File: src/rtl/wita_pkg.sv
package wita_pkg;

  typedef enum logic {
    WIN_SHUT = 1'b0,
    WIN_OPEN = 1'b1
  } win_state_e;

  localparam int unsigned PRE_W = 2;

endpackage

File: src/rtl/wita_sync.sv
module wita_sync #(
  parameter int unsigned STAGES = 2
) (
  input  logic clk,
  input  logic rst,
  input  logic d_async,
  output logic d_sync
);

  logic [STAGES-1:0] chain;

  always_ff @(posedge clk) begin
    if (rst) chain <= '0;
    else     chain <= {chain[STAGES-2:0], d_async};
  end

  assign d_sync = chain[STAGES-1];

endmodule

File: src/rtl/wita_prescale.sv
module wita_prescale #(
  parameter int unsigned SEL_W = 2
) (
  input  logic             clk,
  input  logic             rst,
  input  logic             restart,
  input  logic             run,
  input  logic [SEL_W-1:0] sel,
  output logic             tick
);

  logic [SEL_W-1:0] phase;

  assign tick = run && (phase == sel);

  always_ff @(posedge clk) begin
    if (rst || restart)  phase <= '0;
    else if (run)        phase <= tick ? '0 : phase + 1'b1;
  end


  phase_range_chk: assert property (@(posedge clk) disable iff (rst)
    run && !restart && $stable(sel) |-> phase <= sel);

endmodule

File: src/rtl/wita_match.sv
module wita_match #(
  parameter int unsigned TB_W = 16
) (
  input  logic            clk,
  input  logic            rst,
  input  logic [TB_W-1:0] timebase,
  input  logic            open_we,
  input  logic [TB_W-1:0] open_wdata,
  input  logic            close_we,
  input  logic [TB_W-1:0] close_wdata,
  output logic            open_hit,
  output logic            close_hit
);

  logic [TB_W-1:0] open_r;
  logic [TB_W-1:0] close_r;

  always_ff @(posedge clk) begin
    if (rst) begin
      open_r  <= '0;
      close_r <= '0;
    end else begin
      if (open_we)  open_r  <= open_wdata;
      if (close_we) close_r <= close_wdata;
    end
  end

  assign open_hit  = (timebase == open_r);
  assign close_hit = (timebase == close_r);


  open_load_chk: assert property (@(posedge clk) disable iff (rst)
    open_we |=> open_r == $past(open_wdata));

endmodule

File: src/rtl/wita_window.sv
module wita_window
  import wita_pkg::*;
#(
  parameter int unsigned ACC_W = 16
) (
  input  logic             clk,
  input  logic             rst,
  input  logic             open_hit,
  input  logic             close_hit,
  input  logic             tick,
  input  logic             level,
  input  logic             pol,
  input  logic             flag_clr,
  output logic             win_open,
  output logic [ACC_W-1:0] acc_q,
  output logic [ACC_W-1:0] cap_q,
  output logic             flag
);

  localparam logic [ACC_W-1:0] ACC_MAX = {ACC_W{1'b1}};

  win_state_e state;
  logic       close_ev;
  logic       count_en;

  assign win_open = (state == WIN_OPEN);
  assign close_ev = close_hit && (win_open || open_hit);
  assign count_en = win_open && tick && (level == pol);

  always_ff @(posedge clk) begin
    if (rst) begin
      state <= WIN_SHUT;
      acc_q <= '0;
      cap_q <= '0;
    end else if (close_ev) begin
      state <= WIN_SHUT;
      cap_q <= open_hit ? '0 : acc_q;
      if (open_hit) acc_q <= '0;
    end else if (open_hit) begin
      state <= WIN_OPEN;
      acc_q <= '0;
    end else if (count_en && acc_q != ACC_MAX) begin
      acc_q <= acc_q + 1'b1;
    end
  end

  always_ff @(posedge clk) begin
    if (rst)           flag <= 1'b0;
    else if (close_ev) flag <= 1'b1;
    else if (flag_clr) flag <= 1'b0;
  end


  close_capture_chk: assert property (@(posedge clk) disable iff (rst)
    close_hit && win_open && !open_hit |=> cap_q == $past(acc_q) && flag && !win_open);


  no_wrap_chk: assert property (@(posedge clk) disable iff (rst)
    !open_hit |=> acc_q >= $past(acc_q));


  shut_hold_chk: assert property (@(posedge clk) disable iff (rst)
    !win_open && !open_hit |=> $stable(acc_q));


  flag_sticky_chk: assert property (@(posedge clk) disable iff (rst)
    flag && !flag_clr |=> flag);


  equal_match_chk: assert property (@(posedge clk) disable iff (rst)
    open_hit && close_hit |=> cap_q == '0 && flag && !win_open);

endmodule

File: src/rtl/wita_top.sv
module wita_top
  import wita_pkg::*;
#(
  parameter int unsigned TB_W  = 16,
  parameter int unsigned ACC_W = 16
) (
  input  logic             clk,
  input  logic             rst,
  input  logic [TB_W-1:0]  timebase,
  input  logic             sig_in,
  input  logic             open_we,
  input  logic [TB_W-1:0]  open_wdata,
  input  logic             close_we,
  input  logic [TB_W-1:0]  close_wdata,
  input  logic [PRE_W-1:0] pre_sel,
  input  logic             pol,
  input  logic             flag_clr,
  output logic [ACC_W-1:0] acc_q,
  output logic [ACC_W-1:0] cap_q,
  output logic             flag
);

  logic level;
  logic open_hit;
  logic close_hit;
  logic tick;
  logic win_open;

  wita_sync #(.STAGES(2)) u_sync (
    .clk     (clk),
    .rst     (rst),
    .d_async (sig_in),
    .d_sync  (level)
  );

  wita_match #(.TB_W(TB_W)) u_match (
    .clk         (clk),
    .rst         (rst),
    .timebase    (timebase),
    .open_we     (open_we),
    .open_wdata  (open_wdata),
    .close_we    (close_we),
    .close_wdata (close_wdata),
    .open_hit    (open_hit),
    .close_hit   (close_hit)
  );

  wita_prescale #(.SEL_W(PRE_W)) u_pre (
    .clk     (clk),
    .rst     (rst),
    .restart (open_hit),
    .run     (win_open),
    .sel     (pre_sel),
    .tick    (tick)
  );

  wita_window #(.ACC_W(ACC_W)) u_win (
    .clk       (clk),
    .rst       (rst),
    .open_hit  (open_hit),
    .close_hit (close_hit),
    .tick      (tick),
    .level     (level),
    .pol       (pol),
    .flag_clr  (flag_clr),
    .win_open  (win_open),
    .acc_q     (acc_q),
    .cap_q     (cap_q),
    .flag      (flag)
  );

endmodule

File: config.mk
export PLATFORM = sky130hd
export DESIGN_NAME = wita_top
export DESIGN_NICKNAME = d
export VERILOG_FILES = /design/src/rtl/wita_pkg.sv /design/src/rtl/wita_sync.sv /design/src/rtl/wita_prescale.sv /design/src/rtl/wita_match.sv /design/src/rtl/wita_window.sv /design/src/rtl/wita_top.sv
export SDC_FILE = /design/constraint.sdc
export NUM_CORES = 1
export LEC_CHECK = 0
export BUFFER_PORTS_ARGS = -buffer_cell sky130_fd_sc_hd__buf_2
export CORE_ASPECT_RATIO = 0.6
export CORE_MARGIN = 2
export CORE_UTILIZATION = 51
export DETAILED_ROUTE_END_ITERATION = 10
export GPL_ROUTABILITY_DRIVEN = 0
export PLACE_DENSITY = 0.87
export SYNTH_ARGS = -nofsm -noshare
export SYNTH_HDL_FRONTEND = slang
export SYNTH_SLANG_ARGS = --single-unit
File: constraint.sdc
create_clock -name clk -period 3.1 [get_ports clk]
set_clock_uncertainty 0.15 [all_clocks]
set_input_delay 0.465 -clock clk [delete_from_list [all_inputs] [get_ports clk]]
set_output_delay 0.465 -clock clk [all_outputs]
set_load 0.1 [all_outputs]
### Yosys cells after proc, flatten, opt, wreduce, memory -nomap -nowiden

Index checks and enable logic that the tools add are counted.

| word-level totals | value |
|---|---|
| register bits after elaboration | 70 |
| word-level logic and storage cells | 32 |
| output and inout bits | 33 |
| input bits | 57 |

| operators by class | value |
|---|---|
| mux-type cells | 7 |
| eq/ne operators | 5 |
| reduce and logical (&&, ||, !) cells | 10 |
| $add $sub $neg | 2 |

Operators with widths:

| kind | count |
|---|---|
| 16-bit 2-to-1 mux | 4 |
| 16-bit equality test | 2 |
| 16-bit by 1-bit adder with 16-bit output, second input constant | 1 |
| 16-bit inequality test, second input constant | 1 |
| 1-bit logical AND | 5 |
| 3-bit nonzero test | 1 |
| 2-bit by 1-bit adder with 2-bit output, second input constant | 1 |
| 2-bit equality test | 1 |
| 1-bit logical OR | 2 |
| 1-bit 2-to-1 mux | 2 |
| 2-bit 2-to-1 mux | 1 |
| 2-bit nonzero test | 1 |
| 2-bit OR reduction | 1 |
| 1-bit equality test | 1 |

### Longest topological paths before layout

| logic depth | value |
|---|---|
| depth after elaboration | 8 |
| mapped depth | 8 |
| mapped depth without buffers | 6 |

### Modules after synthesis

Synthesis repeated with hierarchy kept, for this count alone.

| second synthesis, totals | value |
|---|---|
| cells, all modules | 343 |
| area total of the unflattened synthesis | 3186.8 um2 |

Modules (own cells, without submodules):

| module | cells each | seq. area each (um2) | instances | area each (um2) |
|---|---|---|---|---|
| wita_window | 182 | 680.7 | 1 | 1515.2 |
| wita_match | 145 | 640.6 | 1 | 1493.9 |
| wita_prescale | 12 | 40.0 | 1 | 125.1 |
| wita_sync | 4 | 40.0 | 1 | 52.6 |

### Worst setup path after synthesis

Ideal clock, no wire load.

| path | value |
|---|---|
| path type | register -> register |
| start point | register u_win.acc_q[0] |
| end point | register u_win.acc_q[1] |
| period minus slack after synthesis | 2868 ps |
| slack | 232 ps |
| required time | 2879 ps |
| cell stages (with the launch flop) | 9 |
| library setup time | 71 ps |
| path buffers | 2 |
| data arrival time | 2647 ps |
| path through | dfxtp_1 > ha_1 > nand3_1 > nor4_1 > or2_4 > buf_6 > clkbuf_1 > o21ai_0 > a21oi_1 |

| on the way | value |
|---|---|
| longest elaborated chain between the ends | 4 |
| elaborated cells between the ends (all ways) | 7 |
| those cells by class | add/sub: 1; eq/ne: 1; mux: 3; reduce/logical: 2 |

Ends and longest elaborated chain:

| item | line | text |
|---|---|---|
| start, declared | wita_window.sv:15 | `output logic [ACC_W-1:0] acc_q,` |
| start signal, assigned | wita_window.sv:43 | `acc_q <= acc_q + 1'b1;` |
| 16-bit by 1-bit adder with 16-bit output | wita_window.sv:43 |  |
| 16-bit 2-to-1 mux | wita_window.sv:42 | `end else if (count_en && acc_q != ACC_MAX) begin` |
| 16-bit 2-to-1 mux | wita_window.sv:39 | `end else if (open_hit) begin` |
| 16-bit 2-to-1 mux | wita_window.sv:35 | `end else if (close_ev) begin` |

Parallel ways exist; a longest one is shown, timed or not. The select of a mux whose other input is x is not followed.
A chain may end at the register's enable or synchronous reset.

### Final worst setup path

| path | value |
|---|---|
| start point | register u_match.close_r[0] |
| end point | register u_win.cap_q[7] |

| on the way | value |
|---|---|
| longest elaborated chain between the ends | 2 |

Ends and longest elaborated chain:

| item | line | text |
|---|---|---|
| start, declared | wita_match.sv:16 | `logic [TB_W-1:0] close_r;` |
| start signal, assigned | wita_match.sv:24 | `if (close_we) close_r <= close_wdata;` |
| 16-bit equality test | wita_match.sv:29 | `assign close_hit = (timebase == close_r);` |
| 1-bit logical AND | wita_window.sv:27 | `assign close_ev = close_hit && (win_open \|\| open_hit);` |
| end signal, assigned | wita_window.sv:37 | `cap_q <= open_hit ? '0 : acc_q;` |
| end, declared | wita_window.sv:16 | `output logic [ACC_W-1:0] cap_q,` |

No other way between the ends.

==> results.json <==
{
  "clkSlewWorstSetupHoldPaths_ns": 0.08,
  "ios": 90,
  "placed_cell_area_um2": 3560,
  "cts_max_level": 3,
  "core-area_um2": 5680,
  "diodes": 0,
  "layout_commonest_cell": "buf_2",
  "portBuffers": 89,
  "cts_max_path_buffers": 2,
  "final_hold_viol_count": 0,
  "cts.repair.resized": 0,
  "finalCritPeriodShare": 0.840,
  "ys_async_sr_fraction": 0,
  "drtAntennaViolNets": 0,
  "synthFlopType": "dfxtp_1",
  "mostFrequentLayoutCells": "buf_2 (89), dfxtp_1 (70), nor2_1 (38)",
  "synth_area_leaders": "dfxtp_1 (46%), mux2i_1 (11%), xor2_1 (5.7%)",
  "r2r_end": "u_win.cap_q[7]$_SDFFE_PP0P_",
  "yosys_warnings": 0,
  "start_kind": "register",
  "overflow": 0,
  "synthCells": 308,
  "grt_max_degree": 38,
  "maxCapViolations": 0,
  "row_count": 21,
  "end_kind": "register",
  "die_h_um": 63.9,
  "r2r_start": "u_match.close_r[0]$_SDFFE_PP0P_",
  "drtPass1Iterations": 4,
  "relSlewSlack": 0.338,
  "avgViaCountPerCell": 5.49,
  "peakVddDrop_mv": 0.346,
  "synth_top_cell_area_share": 0.460,
  "worst_slack_ns": 0.496,
  "hp-start": "sig_in",
  "drc_errors": 0,
  "routed_wl_mm": 7.75,
  "synth_edf_count": 0,
  "fin_crit_ns": 2.60,
  "grt_pass1_wl_mm": 12.6,
  "start_util": 0.537,
  "cts_sinks": 70,
  "max_clock_freq_mhz": 384,
  "required_ns": 3.23,
  "hold-path-cell-count": 2,
  "wl_per_cell_um": 16.1,
  "grt_pass1_vias": 2567,
  "arrival_ns": 2.74,
  "rsz0062_at_grt": "no",
  "cp_max_fo": 16,
  "syn-num-nets": 366,
  "antenna_found_initial": 0,
  "clk_latency_ns": 0.35,
  "die_area_um2": 6630,
  "synth_area_per_cell_um2": 9.90,
  "syn_area_um2": 3050,
  "synth_area_leader_cell": "dfxtp_1",
  "synth.distinct_cells": 38,
  "cts-root-buf": "clkbuf_8",
  "cts_buffers": 9,
  "area_growth_pct": 24.1,
  "postCtsSetupRepairBufs": 0,
  "die_w_um": 104,
  "ys_ff_latch": 70,
  "tightest_slew_ns": 0.987,
  "num_vias": 2641,
  "cts_tree": "done",
  "setup_violations": 0,
  "drt_iter0_markers": 190,
  "ctsHoldBuffers": 0,
  "outcome": "complete, no violations",
  "p_per_area_nw_per_um2": 508,
  "hold_path.class": "in -> reg",
  "finalSetupTns_ns": 0,
  "p_leak_nw": 1.67,
  "place_hpwl_mm": 5.63,
  "final_area_um2": 3780,
  "dp_slack_ns": 0.284,
  "nNetsFinal": 454,
  "grt.total_usage": 0.243,
  "rrSetupSlack_ns": 0.50,
  "whs_endpoint": "u_sync.chain[0]$_SDFF_PP0_",
  "reg2regPathDepth": 5,
  "path_class": "reg -> reg",
  "yosysSeqAreaShare": 0.460,
  "drive_above_1_share": 0.297,
  "drv_slew": 0
}
stage by stage:
step / total power, mW / utilization / hold WS, ns / std cells
floorplan: 1.06 / - / 0.264 / 308
global placement: 1.12 / 0.627 / 0.283 / 465
detailed placement: 1.13 / 0.627 / 0.293 / 465
CTS: 1.94 / 0.666 / 0.162 / 481
global route: 2.00 / 0.666 / 0.186 / 481
finish: 1.92 / 0.666 / 0.172 / 481
logic make-up after synthesis:
family | after synthesis | share of synthesized area
adders and majority gates | 1 | 0.00410
muxes | 32 | 0.105
AOI/OAI and AO/OA | 52 | 0.127
and+or+nand+nor | 96 | 0.170
buffers and inverters | 20 | 0.0275
xor gates and xnor gates | 37 | 0.106
DFF | 70 | 0.460
cells in the mapped netlist, types with 2 or more instances:
cell,number
nand3_1,5
a21oi_1,17
nand4_1,10
nor3_1,3
nor4_1,6
nand2_1,8
nand2b_1,2
xor2_1,20
nor2b_1,2
inv_1,3
o21ai_0,3
o31ai_1,8
clkbuf_1,14
or4b_2,3
and4_1,2
or4_1,8
mux2i_1,32
dfxtp_1,70
xnor2_1,17
nor2_1,38
a22o_1,16
o41ai_1,5
power breakdown:
| group | total, mW | internal, mW | switching (mW) |
|---|---|---|---|
| clock network | 0.814 | 0.460 | 0.354 |
| registers | 0.944 | 0.925 | 0.0195 |
| logic | 0.162 | 0.0805 | 0.0817 |
| total | 1.92 | 1.47 | 0.455 |
state kept, by name (all words and copies together), names as in the netlist:
register,cells
u_win.win_open,1
u_win.cap_q,16
u_match.close_r,16
u_win.flag,1
u_sync.chain,2
u_pre.phase,2
u_match.open_r,16
u_win.acc_q,16
how the worst max path moves through the flow:
stage / from / to / slack (ns) / depth (start not counted)
2_1_floorplan: u_win.acc_q[0]$_SDFFE_PP0P_ / u_win.acc_q[1]$_SDFFE_PP0P_ / 0.23 / 8
3_3_place_gp: timebase[0] / u_win.cap_q[3]$_SDFFE_PP0P_ / 0.42 / 6
3_5_place_dp: timebase[0] / u_win.cap_q[7]$_SDFFE_PP0P_ / 0.28 / 6
4_1_cts: u_match.close_r[0]$_SDFFE_PP0P_ / u_win.cap_q[7]$_SDFFE_PP0P_ / 0.51 / 5
5_1_grt: u_match.close_r[0]$_SDFFE_PP0P_ / u_win.cap_q[3]$_SDFFE_PP0P_ / 0.33 / 5
6_report: u_match.close_r[0]$_SDFFE_PP0P_ / u_win.cap_q[7]$_SDFFE_PP0P_ / 0.50 / 5
critical path: stages, from the launching register on:
cell	delay, ns
dfxtp_1	0.33
xor2_1	0.16
nor4_1	0.45
nand4_1	0.33
nor3_2	0.87
a22o_1	0.25
metal layers:
| layer | up-vias | wire [um] | part of all wire | global-route usage |
|---|---|---|---|---|
| met5 | - | 0 | 0 | 0 |
| met4 | 0 | 69 | 0.0089 | 0.0726 |
| met3 | 9 | 627 | 0.081 | 0.0653 |
| met2 | 84 | 3410 | 0.44 | 0.374 |
| met1 | 1252 | 3640 | 0.47 | 0.337 |
| li1 | 1296 | - | - | - |
cell type report:
type | count | area, um^2
clock buffer | 10 | 128
tap | 80 | 100
sequential | 70 | 1400
fill | 489 | 1890
multi-input combinational | 218 | 1570
inverter | 4 | 15.0
timing repair buffer | 93 | 475
clock inverter | 6 | 95.1
(Power assumes the default switching activity.)
